$ cat config.mk
export PLATFORM = sky130hd
export DESIGN_NAME = lcd1w_tx
export DESIGN_NICKNAME = d
export VERILOG_FILES = /design/src/rtl/lcd1w_pkg.sv /design/src/rtl/lcd1w_frame_pack.sv /design/src/rtl/lcd1w_phase_timer.sv /design/src/rtl/lcd1w_span_counter.sv /design/src/rtl/lcd1w_tx.sv
export SDC_FILE = /design/constraint.sdc
export NUM_CORES = 1
export LEC_CHECK = 0
export ABC_AREA = 1
export CAP_MARGIN = 20
export CORE_MARGIN = 2
export CORE_UTILIZATION = 55
export CTS_CLUSTER_DIAMETER = 40
export DETAILED_ROUTE_END_ITERATION = 8
export GPL_TIMING_DRIVEN = 0
export PLACE_DENSITY = 0.83
export SLEW_MARGIN = 20
export SYNTH_ARGS = -nofsm -noshare
export SYNTH_HDL_FRONTEND = slang
export SYNTH_HIERARCHICAL = 1
export SYNTH_SLANG_ARGS = --single-unit
$ cat constraint.sdc
create_clock -name clk -period 4.7 [get_ports clk]
set_clock_uncertainty 0.2 [all_clocks]
set_input_delay 0.47 -clock clk [delete_from_list [all_inputs] [get_ports clk]]
set_output_delay 0.47 -clock clk [all_outputs]
set_load 0.01 [all_outputs]
$ cat src/rtl/lcd1w_pkg.sv
// Shared types for the single-wire display transmitter.
package lcd1w_pkg;

    localparam int FRAME_W = 8;

    // Phases of the wire sequencer; each non-idle phase fixes the line level.
    typedef enum logic [3:0] {
        ST_IDLE,
        ST_BIT_LO,
        ST_BIT_HI,
        ST_LATCH_HI,
        ST_LATCH_LO,
        ST_CLR_HI,
        ST_CLR_LO,
        ST_RECHARGE,
        ST_PAD
    } tx_state_e;

endpackage

$ cat src/rtl/lcd1w_frame_pack.sv
// Builds one 8-bit shift-register frame from a nibble and the two flags.
// Assumes the fixed wiring: marker on bit 7, D7..D4 reversed onto bits 1..4.
module lcd1w_frame_pack
    import lcd1w_pkg::*;
(
    input  logic [3:0]         nib,
    input  logic               rs,
    input  logic               bl,
    output logic [FRAME_W-1:0] frame
);
    // Fixed fields: marker, select, backlight, spare one.
    assign frame[7] = 1'b1;
    assign frame[6] = rs;
    assign frame[5] = bl;
    assign frame[0] = 1'b1;

    // Data bits land in reverse order: nibble bit g goes to frame bit 4-g.
    for (genvar g = 0; g < 4; g++) begin : g_data
        assign frame[4-g] = nib[g];
    end
endmodule

$ cat src/rtl/lcd1w_phase_timer.sv
// Down-counter that times one wire phase; done is high in its last cycle.
// Assumes load values are duration minus one.
module lcd1w_phase_timer #(
    parameter int W = 4
) (
    input  logic         clk,
    input  logic         rst_n,
    input  logic         load,
    input  logic [W-1:0] load_val,
    output logic         done
);
    logic [W-1:0] cnt;

    // Load on phase entry, otherwise count down to zero and hold.
    always_ff @(posedge clk) begin
        if (!rst_n)          cnt <= '0;
        else if (load)       cnt <= load_val;
        else if (cnt != '0)  cnt <= cnt - 1'b1;
    end

    assign done = (cnt == '0);
endmodule

$ cat src/rtl/lcd1w_span_counter.sv
// Counts busy cycles since acceptance; reached flags that the minimum span
// ends in the current cycle or has already ended.
// Assumes clear coincides with the accepting edge.
module lcd1w_span_counter #(
    parameter int MIN_CYC = 120
) (
    input  logic clk,
    input  logic rst_n,
    input  logic clear,
    input  logic run,
    output logic reached
);
    localparam int SW = $clog2(MIN_CYC + 1);
    localparam logic [SW-1:0] LAST = SW'(MIN_CYC - 1);

    logic [SW-1:0] el;

    // Restart on acceptance, saturate once the minimum is reached.
    always_ff @(posedge clk) begin
        if (!rst_n)                el <= '0;
        else if (clear)            el <= '0;
        else if (run && !reached)  el <= el + 1'b1;
    end

    assign reached = (el >= LAST);
endmodule

$ cat src/rtl/lcd1w_tx.sv
// Single-wire transmitter for a 4-bit character display behind a latching
// shift register. Sequences bit, latch, clear and padding phases on line_out.
// Assumes DELAY_CYC covers the board's RC filter and PULSE_CYC is well below it.
module lcd1w_tx
    import lcd1w_pkg::*;
#(
    parameter int DELAY_CYC   = 8,
    parameter int PULSE_CYC   = 2,
    parameter int MIN_CMD_CYC = 120
) (
    input  logic       clk,
    input  logic       rst_n,
    input  logic       in_valid,
    output logic       in_ready,
    input  logic [7:0] in_data,
    input  logic       in_rs,
    input  logic       in_backlight,
    input  logic       in_hw_clear,
    output logic       busy,
    output logic       line_out
);
    localparam int TMAX = (DELAY_CYC > PULSE_CYC) ? DELAY_CYC : PULSE_CYC;
    localparam int TW   = $clog2(TMAX + 1);
    localparam logic [TW-1:0] D_LD = TW'(DELAY_CYC - 1);
    localparam logic [TW-1:0] P_LD = TW'(PULSE_CYC - 1);
    localparam logic [2:0] LAST_CLR = 3'd7;

    tx_state_e state, st_n;
    logic [2:0] bit_idx, bit_n, clr_idx, clr_n;
    logic       nib_sel, nib_n;
    logic [7:0] data_q;
    logic       rs_q, bl_q, hw_q;
    logic       accept, frame_end, tmr_load, tmr_done, span_reached;
    logic [TW-1:0] tmr_val;
    logic [FRAME_W-1:0] frame_hi, frame_lo, cur_frame;
    logic       cur_bit;

    lcd1w_frame_pack u_pack_hi (
        .nib(data_q[7:4]), .rs(rs_q), .bl(bl_q), .frame(frame_hi));
    lcd1w_frame_pack u_pack_lo (
        .nib(data_q[3:0]), .rs(rs_q), .bl(bl_q), .frame(frame_lo));

    lcd1w_phase_timer #(.W(TW)) u_timer (
        .clk(clk), .rst_n(rst_n), .load(tmr_load), .load_val(tmr_val),
        .done(tmr_done));

    lcd1w_span_counter #(.MIN_CYC(MIN_CMD_CYC)) u_span (
        .clk(clk), .rst_n(rst_n), .clear(accept), .run(busy),
        .reached(span_reached));

    assign cur_frame = nib_sel ? frame_lo : frame_hi;
    assign cur_bit   = cur_frame[bit_idx];
    assign in_ready  = (state == ST_IDLE);
    assign busy      = !in_ready;
    assign line_out  = !(state inside {ST_BIT_LO, ST_LATCH_LO, ST_CLR_LO});

    // Next-phase selection and timer reload for each phase.
    always_comb begin
        st_n      = state;
        bit_n     = bit_idx;
        clr_n     = clr_idx;
        nib_n     = nib_sel;
        tmr_load  = 1'b0;
        tmr_val   = P_LD;
        accept    = 1'b0;
        frame_end = 1'b0;
        unique case (state)
            ST_IDLE: if (in_valid) begin
                accept   = 1'b1;
                st_n     = ST_BIT_LO;
                bit_n    = 3'd7;
                nib_n    = 1'b0;
                tmr_load = 1'b1;
                tmr_val  = P_LD;            // marker is always a one
            end
            ST_BIT_LO: if (tmr_done) begin
                st_n     = ST_BIT_HI;
                tmr_load = 1'b1;
                tmr_val  = cur_bit ? P_LD : D_LD;
            end
            ST_BIT_HI: if (tmr_done) begin
                if (bit_idx != 3'd0) begin
                    bit_n    = bit_idx - 3'd1;
                    st_n     = ST_BIT_LO;
                    tmr_load = 1'b1;
                    tmr_val  = cur_frame[bit_idx - 3'd1] ? P_LD : D_LD;
                end else if (!hw_q) begin
                    st_n     = ST_LATCH_HI;
                    tmr_load = 1'b1;
                    tmr_val  = D_LD;
                end else begin
                    frame_end = 1'b1;
                end
            end
            ST_LATCH_HI: if (tmr_done) begin
                st_n     = ST_LATCH_LO;
                tmr_load = 1'b1;
                tmr_val  = D_LD;
            end
            ST_LATCH_LO: if (tmr_done) begin
                st_n     = ST_CLR_HI;
                clr_n    = 3'd0;
                tmr_load = 1'b1;
                tmr_val  = P_LD;
            end
            ST_CLR_HI: if (tmr_done) begin
                tmr_load = 1'b1;
                if (clr_idx == LAST_CLR) begin
                    st_n    = ST_RECHARGE;
                    tmr_val = D_LD;
                end else begin
                    st_n    = ST_CLR_LO;
                    tmr_val = P_LD;
                end
            end
            ST_CLR_LO: if (tmr_done) begin
                st_n     = ST_CLR_HI;
                clr_n    = clr_idx + 3'd1;
                tmr_load = 1'b1;
                tmr_val  = P_LD;
            end
            ST_RECHARGE: if (tmr_done) frame_end = 1'b1;
            ST_PAD: if (span_reached) st_n = ST_IDLE;
            default: st_n = ST_IDLE;
        endcase
        if (frame_end) begin
            if (!nib_sel) begin
                nib_n    = 1'b1;
                bit_n    = 3'd7;
                st_n     = ST_BIT_LO;
                tmr_load = 1'b1;
                tmr_val  = P_LD;
            end else begin
                st_n = span_reached ? ST_IDLE : ST_PAD;
            end
        end
    end

    // Sequencer state registers.
    always_ff @(posedge clk) begin
        if (!rst_n) begin
            state   <= ST_IDLE;
            bit_idx <= 3'd7;
            clr_idx <= 3'd0;
            nib_sel <= 1'b0;
        end else begin
            state   <= st_n;
            bit_idx <= bit_n;
            clr_idx <= clr_n;
            nib_sel <= nib_n;
        end
    end

    // Capture of the byte and its attributes at acceptance only.
    always_ff @(posedge clk) begin
        if (!rst_n) begin
            data_q <= '0;
            rs_q   <= 1'b0;
            bl_q   <= 1'b0;
            hw_q   <= 1'b0;
        end else if (accept) begin
            data_q <= in_data;
            rs_q   <= in_rs;
            bl_q   <= in_backlight;
            hw_q   <= in_hw_clear;
        end
    end

    AST_IDLE_LINE_HIGH: assert property (@(posedge clk) disable iff (!rst_n)
        !busy |-> line_out);
    AST_START_ON_VALID: assert property (@(posedge clk) disable iff (!rst_n)
        $rose(busy) |-> $past(in_valid));
    AST_MIN_SPAN: assert property (@(posedge clk) disable iff (!rst_n)
        $fell(busy) |-> $past(span_reached));
    AST_FRAME_MARKER: assert property (@(posedge clk) disable iff (!rst_n)
        (state == ST_BIT_LO && bit_idx == 3'd7) |-> cur_bit);
    AST_HW_NO_CLEAR: assert property (@(posedge clk) disable iff (!rst_n)
        (busy && hw_q) |-> !(state inside {ST_LATCH_HI, ST_LATCH_LO,
                                          ST_CLR_HI, ST_CLR_LO, ST_RECHARGE}));
    AST_CAPTURE_FROZEN: assert property (@(posedge clk) disable iff (!rst_n)
        (busy && $past(busy)) |-> ($stable(data_q) && $stable(hw_q)
                                   && $stable(rs_q) && $stable(bl_q)));
endmodule

Word-level counts from Yosys, hierarchy flattened
Cells that the tools add are included.

Multiply operators: 0. Multiplexer cells: 59. Bitwise logic cells: 1. Equality and inequality tests: 20. Shift-type cells: 0. Divide/modulo/power cells: 0. Reduce and logical (&&, ||, !) cells: 16. Magnitude comparators: 3. Add/subtract/negate cells: 4.

Operator list (count): two-way mux 4 bit (16); two-way mux 3 bit (16); one-hot mux 4 bit (8 select lines) (1); two-way mux 1 bit (18); == test 4 x 3 -> 1 bit (second input constant) (4); inequality test 3 bit (second input constant) (5); one-hot mux 3 bit (2 select lines) (2); one-hot mux 3 bit (4 select lines) (1); AND reduction 9 bit (1); == test 4 x 2 -> 1 bit (second input constant) (2); zero test 4 bit (2); less-than comparator 3 x 4 -> 1 bit (second input constant) (2); adder 7 x 1 -> 7 bit (second input constant) (1); greater-or-equal comparator 7 bit (second input constant) (1); binary-select mux 1 bit (select 3 bit) (2); inequality test 2 bit (second input constant) (3); nonzero test 3 bit (2); two-way mux 5 bit (1); OR reduction 5 bit (1); == test 4 x 1 -> 1 bit (second input constant) (1); == test 4 bit (second input constant) (1); inequality test 4 bit (second input constant) (1); nonzero test 2 bit (2); nonzero test 4 bit (1); other kinds (13) (16).

Bits in latches: 0. ROM bits: 0. Output and inout bits: 3. Bits in registers: 33. Memories kept: 0. Input bits: 14. Memory bits (writable): 0.

Longest topological paths before layout
Word-level depth: 10. Depth in mapped cells: 14. Mapped depth without buffers: 14.

Hierarchy
Netlist, hierarchy kept.

Modules (own cells, without submodules): lcd1w_tx (cells an instance 210, instances 1, area an instance 1448.9 sq um); lcd1w_span_counter (cells an instance 54, instances 1, area an instance 387.9 sq um); lcd1w_phase_timer (cells an instance 40, instances 1, area an instance 247.7 sq um); lcd1w_frame_pack (cells an instance 9, instances 2, area an instance 63.8 sq um).

Worst setup path after synthesis
No wires, ideal clock.

Kind: register -> register. From: register bit_idx[0]. To: register u_timer.cnt[3]. Setup time: 0.111 ns. Data arrival time: 1.804 ns. Path slack: 2.584 ns. Data required time: 4.389 ns. Path buffers: 2. Period minus slack after synthesis: 2.116 ns. Stages on the path, launching flop included: 15. Path through: dfxtp_1 -> buf_2 -> inv_2 -> buf_4 -> ha_1 -> nand2_1 -> nor2_1 -> nand3_1 -> nand2_2 -> nand2_1 -> nand3_1 -> inv_2 -> or2_0 -> nand3_1 -> nor2_1.

Cells in the longest elaborated chain, start to end: 7.

Ends and longest elaborated chain: from (decl) (RTL line lcd1w_tx.sv:29) `logic [2:0] bit_idx, bit_n, clr_idx, clr_n;`; from (signal assigned) (RTL line lcd1w_tx.sv:148) `bit_idx <= bit_n;`; nonzero test 3 bit (*) (RTL line lcd1w_tx.sv:82) `if (bit_idx != 3'd0) begin`; two-way mux 1 bit (RTL line lcd1w_tx.sv:82); two-way mux 1 bit (RTL line lcd1w_tx.sv:81) `ST_BIT_HI: if (tmr_done) begin`; one-hot mux 1 bit (3 select lines) (RTL line lcd1w_tx.sv:67) `unique case (state)`; two-way mux 1 bit (RTL line lcd1w_tx.sv:127) `if (!nib_sel) begin`; two-way mux 1 bit (*) (RTL line lcd1w_tx.sv:126) `if (frame_end) begin`; net tmr_load (RTL line lcd1w_tx.sv:33) `logic accept, frame_end, tmr_load, tmr_done, span_reached;`; two-way mux 4 bit or nonzero test 2 bit (tied branches); to (signal assigned) (RTL line lcd1w_phase_timer.sv:17) `else if (load) cnt <= load_val;`; to (signal assigned) (RTL line lcd1w_phase_timer.sv:18) `else if (cnt != '0) cnt <= cnt - 1'b1;`; to (decl) (RTL line lcd1w_phase_timer.sv:12) `logic [W-1:0] cnt;`.

Mark *: on every way through the listed nets, which the timed path passes. The rest lies on a longest branch. A chain may end at the register's enable or synchronous reset.

Worst setup path after layout
From: register u_timer.cnt[0]. To: register u_timer.cnt[3].

Cells in the longest elaborated chain, start to end: 6.

Ends and longest elaborated chain: zero test 4 bit (*) (RTL line lcd1w_phase_timer.sv:21) `assign done = (cnt == '0);`; net tmr_done (RTL line lcd1w_tx.sv:33); two-way mux 1 bit, on equally long branches; one-hot mux 1 bit (3 select lines) (RTL line lcd1w_tx.sv:67); two-way mux 1 bit (RTL line lcd1w_tx.sv:127); two-way mux 1 bit (*) (RTL line lcd1w_tx.sv:126); net tmr_load (RTL line lcd1w_tx.sv:33); two-way mux 4 bit or nonzero test 2 bit (tied branches).

Mark *: on every way through the listed nets, which the timed path passes. The rest lies on a longest branch. The select of a mux whose other input is x is not followed.

==> results.json <==
{
  "outcome": "completed",
  "grt_util_all_layers": 0.2233,
  "via_per_inst": 5.334,
  "ant_nets": 0,
  "syn_to_final_growth_pct": 14.20,
  "insertion_delay_ps": 280,
  "ys_seq_area_frac": 0.2986,
  "synth_edf_count": 0,
  "critPathMaxStageDelay_ps": 370,
  "cp_slowest_cell": "nor2_1",
  "power_density_mw_per_mm2": 495.5,
  "cp_max_fo": 6,
  "holdWs_ps": 267.9,
  "maxCapViolCount": 0,
  "cts_root_buffer": "clkbuf_8",
  "synth-compound-area-share": 0.1278,
  "setup_viol": 0,
  "wl_per_cell_um": 11.63,
  "fin_setup_tns_ps": 0,
  "min_path_type": "flop to flop",
  "max_clock_freq_mhz": 394.8,
  "path_clk_slew_ps": 70,
  "synth.ff_latch_count": 33,
  "ir_worst_vdd_uv": 287.6,
  "cp-endpoint": "u_timer/cnt[3]$_SDFFE_PN0P_",
  "die_area_mm2": 0.004545,
  "drive_above_1_share": 0.2299,
  "multiInputGateArea_mm2": 0.001219,
  "cts-resized-gates": 0,
  "crit_path_end_kind": "flop",
  "layout_commonest_cell": "nand2_1",
  "p_sw_mw": 0.5435,
  "wirelength_um": 4628,
  "finalMaxSlewViolations": 0,
  "swShare": 0.4342,
  "ys.flop_type": "dfxtp_1",
  "synthAdderAreaFrac": 0.03394,
  "fin_total_pwr_mw": 1.252,
  "ioPinCount": 17,
  "synth-xor-area-share": 0.003959,
  "post-route-period-util": 0.5389,
  "die_x_um": 67.42,
  "synthMuxAreaShare": 0,
  "seq_area_um2": 660.6,
  "die_h_um": 67.42,
  "rows": 23,
  "vias": 2123,
  "synthArstFlopShare": 0,
  "syn_area_per_cell_um2": 6.870,
  "grt_antenna_before_repair": 0,
  "cpMostUsedCell": "nand3_1",
  "crit_type": "flop to flop",
  "hold_viol_final": 0,
  "cts_buffers": 5,
  "cp-start-kind": "flop",
  "grt_max_degree": 12,
  "io_buffers": 16,
  "yosys_warnings": 6,
  "drt_first_pass_iters": 5,
  "cts_tree": "yes",
  "synth_top_family_by_area": "simple AND/OR/NAND/NOR gates",
  "layout_common_cells": "nand2_1 (65), nand3_1 (47), dfxtp_1 (33), nor2_1 (23), inv_1 (22)",
  "synthSimpleGateAreaFrac": 0.3750,
  "max-slew-margin-rel": 0.5795,
  "core-area_mm2": 0.003943,
  "tightest_slew_ps": 630.7,
  "period_needed_ps": 2533,
  "clkSinkCount": 33,
  "drc": 0,
  "synthCells": 322,
  "power_frac_comb": 0.521,
  "worstSetupStartpoint": "u_timer/cnt[0]$_SDFFE_PN0P_",
  "leakage_nw": 1.149,
  "power.internal_mw": 0.7082,
  "clock_power_share": 0.167,
  "first_iter_violations": 152,
  "rr_startpoint": "u_timer/cnt[0]$_SDFFE_PN0P_",
  "grt_pass1_vias": 1852,
  "num-fill-cells": 363,
  "postCtsSetupBuffers": 0,
  "path_cells": "inv_1, ha_1, nand2_1, nor2_1, nand3_1, nand2_2, nand2_1, nand3_1, inv_2, or2_0, nand3_1, nor2_1",
  "htreeDepth": 2,
  "timing.rr.end": "u_timer/cnt[3]$_SDFFE_PN0P_",
  "critPathArrivalTime_ps": 2510,
  "cp.required_ps": 4680,
  "dpl.hpwl_um": 3425,
  "ff2ff_path_depth": 12,
  "cts_hold_buf": 0,
  "post-route-util": 0.6407,
  "rrSetupSlack_ps": 2170,
  "nets": 367,
  "place_congestion": 0.8802,
  "grt_overflow": 0,
  "antenna_cells": 0,
  "seqPwrFrac": 0.312,
  "synth_cell_types": 35,
  "start_util": 0.5611,
  "rsz0062_at_grt": "no",
  "grt_pass1_wl_um": 7728,
  "ctsLongestPathBuffers": 2,
  "netlist_area_mm2": 0.002212
}
sequential cells by signal, summed over array words and instances (netlist names):
name,flops
bit_idx,3
hw_q,1
rs_q,1
bl_q,1
u_timer/cnt,4
data_q,8
nib_sel,1
clr_idx,3
u_span/el,7
state,4
metal layers:
layer / GRT usage / wire (µm) / vias up
met5: 0 / 0 / -
li1: - / - / 1084
met2: 0.3688 / 2122 / 75
met3: 0.06333 / 319 / 10
met4: 0.08163 / 70 / 0
met1: 0.2765 / 2116 / 954
area by class of cell:
class,instances,share of cell area
Inverter,38,0.05745
Clock buffer,7,0.03021
Sequential cell,33,0.2615
Tap cell,50,0.02476
Buffer,25,0.07727
Clock inverter,1,0.002972
Multi-Input combinational cell,228,0.4824
Timing Repair Buffer,16,0.06340
critical path, delay by kind of cell (launching register included):
kind                     cells  cell delay, ps
adder cells (fa/ha/maj)      1             280
buffers and inverters        2             200
flip-flops                   1             320
AND/OR/NAND/NOR              9            1420
logic make-up (layout without fill, tap and decap cells):
| logic type | count (synthesis) | in the layout |
|---|---|---|
| buffers and inverters | 63 | 87 |
| other | 4 | 6 |
| DFF | 33 | 33 |
| xor gates and xnor gates | 1 | 1 |
| AOI/OAI and AO/OA | 47 | 47 |
| adders and majority gates | 6 | 6 |
| and+or+nand+nor | 168 | 168 |
power by group through the flow:
stage               Clock (mW)  Sequential (mW)  Combinational, mW
global placement             0            0.391              0.630
detailed placement           0            0.396              0.643
global route             0.224            0.398              0.733
finish                   0.209            0.391              0.652
CTS                      0.212            0.390              0.650
floorplan                    0            0.384              0.503
per-stage QoR:
stage          std cells  worst slack (ps)  area, µm²
6_report             398              2167       2526
5_1_grt              398              1931       2526
4_1_cts              398              2180       2526
3_5_place_dp         390              2218       2442
3_3_place_gp         390              2289       2442
2_1_floorplan        324              2584       2220
cells in the mapped netlist, types with 2 or more instances:
| library cell | n | share of area |
|---|---|---|
| o22ai_1 | 2 | 0.0057 |
| nand2_2 | 10 | 0.028 |
| o21ai_1 | 3 | 0.0068 |
| inv_2 | 15 | 0.025 |
| nand2_1 | 65 | 0.11 |
| inv_1 | 22 | 0.037 |
| nand3_2 | 4 | 0.018 |
| nor3_2 | 2 | 0.0091 |
| o21ai_0 | 9 | 0.020 |
| conb_1 | 4 | 0.0068 |
| nand4_1 | 5 | 0.014 |
| a31oi_1 | 2 | 0.0057 |
| nand2_4 | 3 | 0.015 |
| buf_2 | 2 | 0.0045 |
| dfxtp_1 | 33 | 0.30 |
| nor2_4 | 2 | 0.010 |
| buf_4 | 20 | 0.068 |
| ha_1 | 6 | 0.034 |
| a21oi_2 | 8 | 0.032 |
| nand3_1 | 47 | 0.11 |
| nor2_1 | 23 | 0.039 |
| a21oi_1 | 20 | 0.045 |
| nor2_2 | 3 | 0.0085 |
worst min path at each step:
stage,end,cells after the start,from
detailed placement,hw_q$_SDFFE_PN0P_,2,hw_q$_SDFFE_PN0P_
global placement,hw_q$_SDFFE_PN0P_,2,hw_q$_SDFFE_PN0P_
finish,hw_q$_SDFFE_PN0P_,2,hw_q$_SDFFE_PN0P_
floorplan,hw_q$_SDFFE_PN0P_,2,hw_q$_SDFFE_PN0P_
CTS,hw_q$_SDFFE_PN0P_,2,hw_q$_SDFFE_PN0P_
global route,hw_q$_SDFFE_PN0P_,2,hw_q$_SDFFE_PN0P_
Power figures use the tool's default switching activity.
